File: src/rtl/mrb_pkg.sv
package mrb_pkg;
  // host register offsets
  localparam logic [3:0] OFS_WA_LO = 4'h0;
  localparam logic [3:0] OFS_RA_LO = 4'h2;
  localparam logic [3:0] OFS_WD0   = 4'h4;
  localparam logic [3:0] OFS_RD0   = 4'h8;
  localparam logic [3:0] OFS_CTRL  = 4'hC;
  // control bit positions
  localparam int CTL_GO  = 0;
  localparam int CTL_DIR = 1;
  localparam int CTL_ERR = 2;

  typedef enum logic [1:0] {SQ_IDLE, SQ_REQ, SQ_WAIT} seq_st_t;
endpackage

File: src/rtl/mrb_host_regs.sv
module mrb_host_regs
  import mrb_pkg::*;
#(
  parameter int HAW = 4,
  parameter int AW  = 16,
  parameter int DW  = 32
) (
  input  logic           clk,
  input  logic           rst_n,
  input  logic           host_we,
  input  logic [HAW-1:0] host_addr,
  input  logic [7:0]     host_wdata,
  output logic [7:0]     host_rdata,
  input  logic           busy,
  input  logic           rd_capture,
  input  logic [DW-1:0]  rd_word,
  input  logic           tmo_hit,
  output logic [AW-1:0]  waddr,
  output logic [AW-1:0]  raddr,
  output logic [DW-1:0]  wdata,
  output logic [DW-1:0]  rd_hold,
  output logic           dir,
  output logic           err,
  output logic           launch
);
  localparam int NAB = AW / 8;
  localparam int NDB = DW / 8;

  logic wr_ok, ctrl_wr;

  // writes are dropped while a command is in flight
  assign wr_ok   = host_we && !busy;
  assign ctrl_wr = wr_ok && (host_addr == HAW'(OFS_CTRL));
  assign launch  = ctrl_wr && host_wdata[CTL_GO];

  for (genvar i = 0; i < NAB; i++) begin : g_abyte
    always_ff @(posedge clk or negedge rst_n) begin
      if (!rst_n) begin
        waddr[8*i +: 8] <= '0;
        raddr[8*i +: 8] <= '0;
      end else if (wr_ok) begin
        if (host_addr == HAW'(OFS_WA_LO + i)) waddr[8*i +: 8] <= host_wdata;
        if (host_addr == HAW'(OFS_RA_LO + i)) raddr[8*i +: 8] <= host_wdata;
      end
    end
  end

  for (genvar i = 0; i < NDB; i++) begin : g_dbyte
    always_ff @(posedge clk or negedge rst_n) begin
      if (!rst_n) begin
        wdata[8*i +: 8] <= '0;
      end else if (wr_ok && host_addr == HAW'(OFS_WD0 + i)) begin
        wdata[8*i +: 8] <= host_wdata;
      end
    end

    always_ff @(posedge clk or negedge rst_n) begin
      if (!rst_n) begin
        rd_hold[8*i +: 8] <= '0;
      end else if (rd_capture) begin
        rd_hold[8*i +: 8] <= rd_word[8*i +: 8];
      end
    end
  end

  always_ff @(posedge clk or negedge rst_n) begin
    if (!rst_n) begin
      dir <= 1'b0;
      err <= 1'b0;
    end else begin
      if (ctrl_wr) dir <= host_wdata[CTL_DIR];
      if (tmo_hit) err <= 1'b1;
      else if (ctrl_wr && host_wdata[CTL_ERR]) err <= 1'b0;
    end
  end

  always_comb begin
    host_rdata = 8'h00;
    for (int i = 0; i < NAB; i++) begin
      if (host_addr == HAW'(OFS_WA_LO + i)) host_rdata = waddr[8*i +: 8];
      if (host_addr == HAW'(OFS_RA_LO + i)) host_rdata = raddr[8*i +: 8];
    end
    for (int i = 0; i < NDB; i++) begin
      if (host_addr == HAW'(OFS_WD0 + i)) host_rdata = wdata[8*i +: 8];
      if (host_addr == HAW'(OFS_RD0 + i)) host_rdata = rd_hold[8*i +: 8];
    end
    if (host_addr == HAW'(OFS_CTRL)) begin
      host_rdata[CTL_GO]  = busy;
      host_rdata[CTL_DIR] = dir;
      host_rdata[CTL_ERR] = err;
    end
  end
endmodule

File: src/rtl/mrb_seq.sv
module mrb_seq
  import mrb_pkg::*;
#(
  parameter int TMO_CYC = 256
) (
  input  logic clk,
  input  logic rst_n,
  input  logic launch,
  input  logic dir,
  input  logic mac_done,
  output logic busy,
  output logic mac_req,
  output logic rd_capture,
  output logic tmo_hit
);
  localparam int CW = (TMO_CYC > 1) ? $clog2(TMO_CYC) : 1;

  seq_st_t       st;
  logic [CW-1:0] cnt;
  logic          ending;

  assign busy       = (st != SQ_IDLE);
  assign mac_req    = (st == SQ_REQ);
  assign rd_capture = busy && mac_done && dir;
  assign tmo_hit    = busy && !mac_done && (cnt == CW'(TMO_CYC - 1));
  assign ending     = busy && (mac_done || tmo_hit);

  always_ff @(posedge clk or negedge rst_n) begin
    if (!rst_n) begin
      st  <= SQ_IDLE;
      cnt <= '0;
    end else begin
      unique case (st)
        SQ_IDLE: begin
          cnt <= '0;
          if (launch) st <= SQ_REQ;
        end
        SQ_REQ, SQ_WAIT: begin
          if (ending) begin
            st  <= SQ_IDLE;
            cnt <= '0;
          end else begin
            st  <= SQ_WAIT;
            cnt <= cnt + 1'b1;
          end
        end
        default: st <= SQ_IDLE;
      endcase
    end
  end
endmodule

File: src/rtl/mac_reg_bridge.sv
module mac_reg_bridge #(
  parameter int HAW     = 4,
  parameter int AW      = 16,
  parameter int DW      = 32,
  parameter int TMO_CYC = 256
) (
  input  logic           clk,
  input  logic           rst_n,
  input  logic           host_we,
  input  logic [HAW-1:0] host_addr,
  input  logic [7:0]     host_wdata,
  output logic [7:0]     host_rdata,
  output logic           mac_req,
  output logic           mac_we,
  output logic [AW-1:0]  mac_addr,
  output logic [DW-1:0]  mac_wdata,
  input  logic [DW-1:0]  mac_rdata,
  input  logic           mac_done
);
  logic          busy, rd_capture, tmo_hit, dir, err, launch;
  logic [AW-1:0] waddr, raddr;
  logic [DW-1:0] wdata, rd_hold;

  mrb_host_regs #(.HAW(HAW), .AW(AW), .DW(DW)) u_regs (
    .clk(clk), .rst_n(rst_n),
    .host_we(host_we), .host_addr(host_addr), .host_wdata(host_wdata),
    .host_rdata(host_rdata),
    .busy(busy), .rd_capture(rd_capture), .rd_word(mac_rdata), .tmo_hit(tmo_hit),
    .waddr(waddr), .raddr(raddr), .wdata(wdata), .rd_hold(rd_hold),
    .dir(dir), .err(err), .launch(launch)
  );

  mrb_seq #(.TMO_CYC(TMO_CYC)) u_seq (
    .clk(clk), .rst_n(rst_n),
    .launch(launch), .dir(dir), .mac_done(mac_done),
    .busy(busy), .mac_req(mac_req), .rd_capture(rd_capture), .tmo_hit(tmo_hit)
  );

  // each direction takes its address from its own pair
  assign mac_addr  = dir ? raddr : waddr;
  assign mac_we    = !dir;
  assign mac_wdata = wdata;
endmodule

File: config.mk
export PLATFORM = sky130hd
export DESIGN_NAME = mac_reg_bridge
export DESIGN_NICKNAME = d
export VERILOG_FILES = /design/src/rtl/mrb_pkg.sv /design/src/rtl/mrb_host_regs.sv /design/src/rtl/mrb_seq.sv /design/src/rtl/mac_reg_bridge.sv
export SDC_FILE = /design/constraint.sdc
export NUM_CORES = 1
export LEC_CHECK = 0
export BUFFER_PORTS_ARGS = -buffer_cell sky130_fd_sc_hd__clkbuf_2
export CAP_MARGIN = 20
export CORE_MARGIN = 2
export CORE_UTILIZATION = 55
export CTS_CLUSTER_SIZE = 16
export DETAILED_ROUTE_END_ITERATION = 10
export PLACE_DENSITY_LB_ADDON = 0.08
export SYNTH_ARGS = -nofsm -noshare
export SYNTH_HDL_FRONTEND = slang
export SYNTH_HIERARCHICAL = 1
export SYNTH_SLANG_ARGS = --single-unit
File: constraint.sdc
create_clock -name clk -period 3.3 [get_ports clk]
set_input_delay 0.66 -clock clk [delete_from_list [all_inputs] [get_ports clk]]
set_output_delay 0.66 -clock clk [all_outputs]
set_load 0.01 [all_outputs]
==> impl_metrics.json <==
{
  "pwr-share-clk": 0.192,
  "p_per_area_mw_per_mm2": 779,
  "die_x_um": 105,
  "synth_top_area_share": 0.480,
  "reg2reg_to": "u_regs/raddr[11]",
  "drtPass1Iterations": 5,
  "yosysSeqAreaShare": 0.480,
  "syn_nets": 519,
  "r2r_slack_ns": 1.02,
  "die_y_um": 105,
  "power_frac_seq": 0.453,
  "p_sw_frac": 0.342,
  "combPwrFrac": 0.356,
  "r2r_cells": 7,
  "htreeDepth": 3,
  "grt_pass1_vias": 4291,
  "antenna_found_initial": 0,
  "clockRootBuffer": "clkbuf_8",
  "max_slew_margin": 0.572,
  "final_nets": 624,
  "min_period_over_period": 0.916,
  "skew_ns": 0.00667,
  "synthTopCellsByCount": "108 x dfrtp_1, 98 x mux2_2, 30 x nand2_1, 21 x nor2_1",
  "area_growth_syn_to_layout_pct": 16.2,
  "wl_um": 14500,
  "dp_hpwl_um": 10600,
  "fin_util": 0.664,
  "synth_area_leaders": "dfrtp_1 48%, mux2_2 20%, mux2_4 2.4%",
  "timing.setup.tns_ns": 0,
  "cap_violations": 0,
  "worst_pin_slew_ns": 0.642,
  "grt_pass1_wl_um": 23400,
  "ys_ff_latch": 108,
  "cp-end-kind": "primary output",
  "insertion_delay_ns": 0.40,
  "synth_top_cell_by_area": "dfrtp_1",
  "postCtsSetupRepairBufs": 0,
  "required_ns": 2.64,
  "path_cells": "clkbuf_2, buf_12, nand2_1, o22a_1, a222oi_1, a2bb2oi_1, clkbuf_2",
  "p_leak_nw": 3.06,
  "clk_pin_slew_ns": 0.10,
  "avgViaCountPerCell": 5.97,
  "hold_class": "primary input to asynchronous set/reset pin",
  "avgSynthCellArea_um2": 12.1,
  "max-clock-path-buffers": 2,
  "synth.distinct_cells": 62,
  "setup_slack_ns": 0.278,
  "cp-start-kind": "primary input",
  "peakVddDrop_uv": 451,
  "syn_inst": 467,
  "place.port_buffers": 105,
  "max_freq_ghz": 0.331,
  "total_power_mw": 5.10,
  "post_drt_wl_per_cell_um": 20.4,
  "remaining_drc_errors": 0,
  "finalSetupViolations": 0,
  "ys.flop_type": "dfrtp_1",
  "place_ws_ns": 0.290,
  "cp_slowest_cell": "clkbuf_2",
  "ant_nets": 0,
  "cts_sinks": 108,
  "n_antenna_cell": 0,
  "cp_max_fo": 21,
  "gp_congestion": 0.883,
  "ys_warn_count": 6,
  "rows": 36,
  "rsz0062_at_grt": "false",
  "status": "complete, no violations",
  "hold_buffers": 0,
  "fillerInstances": 824,
  "cp_common_cell": "clkbuf_2",
  "p_sw_mw": 1.74,
  "dieArea_mm2": 0.0111,
  "post-synth-top-count-cell": "dfrtp_1",
  "slowest_delay_ns": 0.37,
  "start_util": 0.571,
  "crit_type": "primary input to primary output",
  "synth-async-reset-ratio": 1.00,
  "cts_resized": 0,
  "cts_buffers": 9,
  "p_int_mw": 3.36,
  "grt-ovfl-total": 0,
  "timing.critical_path.buf_inv": 3,
  "synth.cell_area_mm2": 0.00563,
  "r2r_start": "u_seq/st[0]",
  "pin_count": 106,
  "drive_gt1_frac": 0.442,
  "cpLargestDelayFamily": "compound AO/OA/AOI/OAI gates",
  "multiInputGateArea_mm2": 0.00272,
  "finalHoldViolCount": 0,
  "synth-edff-count": 0,
  "cts_tree": "done",
  "min_period_ns": 3.02,
  "core_area_mm2": 0.00986,
  "arrival_ns": 2.36,
  "vias": 4242,
  "drv_slew": 0,
  "grt_usage": 0.276,
  "regArea_mm2": 0.00270,
  "drt_iter0_drc": 232,
  "grt_start_max_net_pins": 59
}
kinds of logic after synthesis:
kind of cell               Yosys count  synth area share
xor gates and xnor gates             2           0.00311
buffers and inverters               37            0.0378
adders and majority gates            4           0.00888
and+or+nand+nor                     97            0.0857
DFF                                108             0.480
muxes                              132             0.273
AOI/OAI and AO/OA                   87             0.111
cells in the final DEF, fill, tap and decap left out, types with 10 or more instances in the layout:
cell type and n:
dfrtp_1 108, nand2_1 30, mux2i_1 11, mux2_1 11, o21ai_0 13, a21oi_1 10, mux2_2 98, nor2_1 21
buf_4 16, clkbuf_2 104
per-stage QoR:
step           hold slack, ns  instance area (µm²)  instances
2_1_floorplan           0.364                 5630        467
3_3_place_gp            0.472                 6300        694
3_5_place_dp            0.489                 6300        694
4_1_cts                 0.295                 6550        710
5_1_grt                 0.318                 6550        710
6_report                0.274                 6550        710
area by class of cell:
type                    instances  area share
clock buffers                   9      0.0189
clock inverters                 7      0.0187
inverters                       9     0.00516
multi-input cells             322       0.415
flip-flops and latches        108       0.413
well taps                     133      0.0254
repair buffers                122       0.104
per-layer routing:
metal | up-vias | track usage | wire length, µm
met5 | - | 0 | 0
met1 | 2124 | 0.380 | 6570
met4 | 0 | 0.0905 | 282
li1 | 1954 | - | -
met3 | 23 | 0.0668 | 849
met2 | 141 | 0.431 | 6780
sequential cells by signal (all words and copies together) (netlist names):
| register | flops |
|---|---|
| u_regs/rd_hold | 32 |
| u_regs/wdata | 32 |
| u_regs/raddr | 16 |
| u_regs/waddr | 16 |
| u_seq/cnt | 8 |
| u_seq/st | 2 |
| u_regs/dir | 1 |
| u_regs/err | 1 |
power groups by stage:
stage | logic, mW | registers (mW) | clock network (mW)
2_1_floorplan | 1.17 | 2.24 | 0
4_1_cts | 1.83 | 2.31 | 0.994
5_1_grt | 1.96 | 2.38 | 1.05
3_3_place_gp | 1.78 | 2.32 | 0
6_report | 1.81 | 2.31 | 0.978
3_5_place_dp | 1.81 | 2.33 | 0
worst max path at each step:
stage / start / cells after the start / end
floorplan: host_addr[1] / 6 / host_rdata[0]
finish: host_addr[0] / 7 / host_rdata[1]
global route: host_addr[0] / 7 / host_rdata[7]
detailed placement: host_addr[0] / 6 / host_rdata[4]
CTS: host_addr[0] / 6 / host_rdata[4]
global placement: host_addr[0] / 7 / host_rdata[1]
worst register-to-register path, cell delays in order, from the launching register on:
cell and delay (ns):
dfrtp_1 0.42, inv_1 0.07, ha_1 0.19, inv_1 0.10, nand2b_1 0.21, nor3_2 0.22, nand3_1 0.46, mux2_1 0.49
Note: power is estimated with default switching activity, not from simulation.
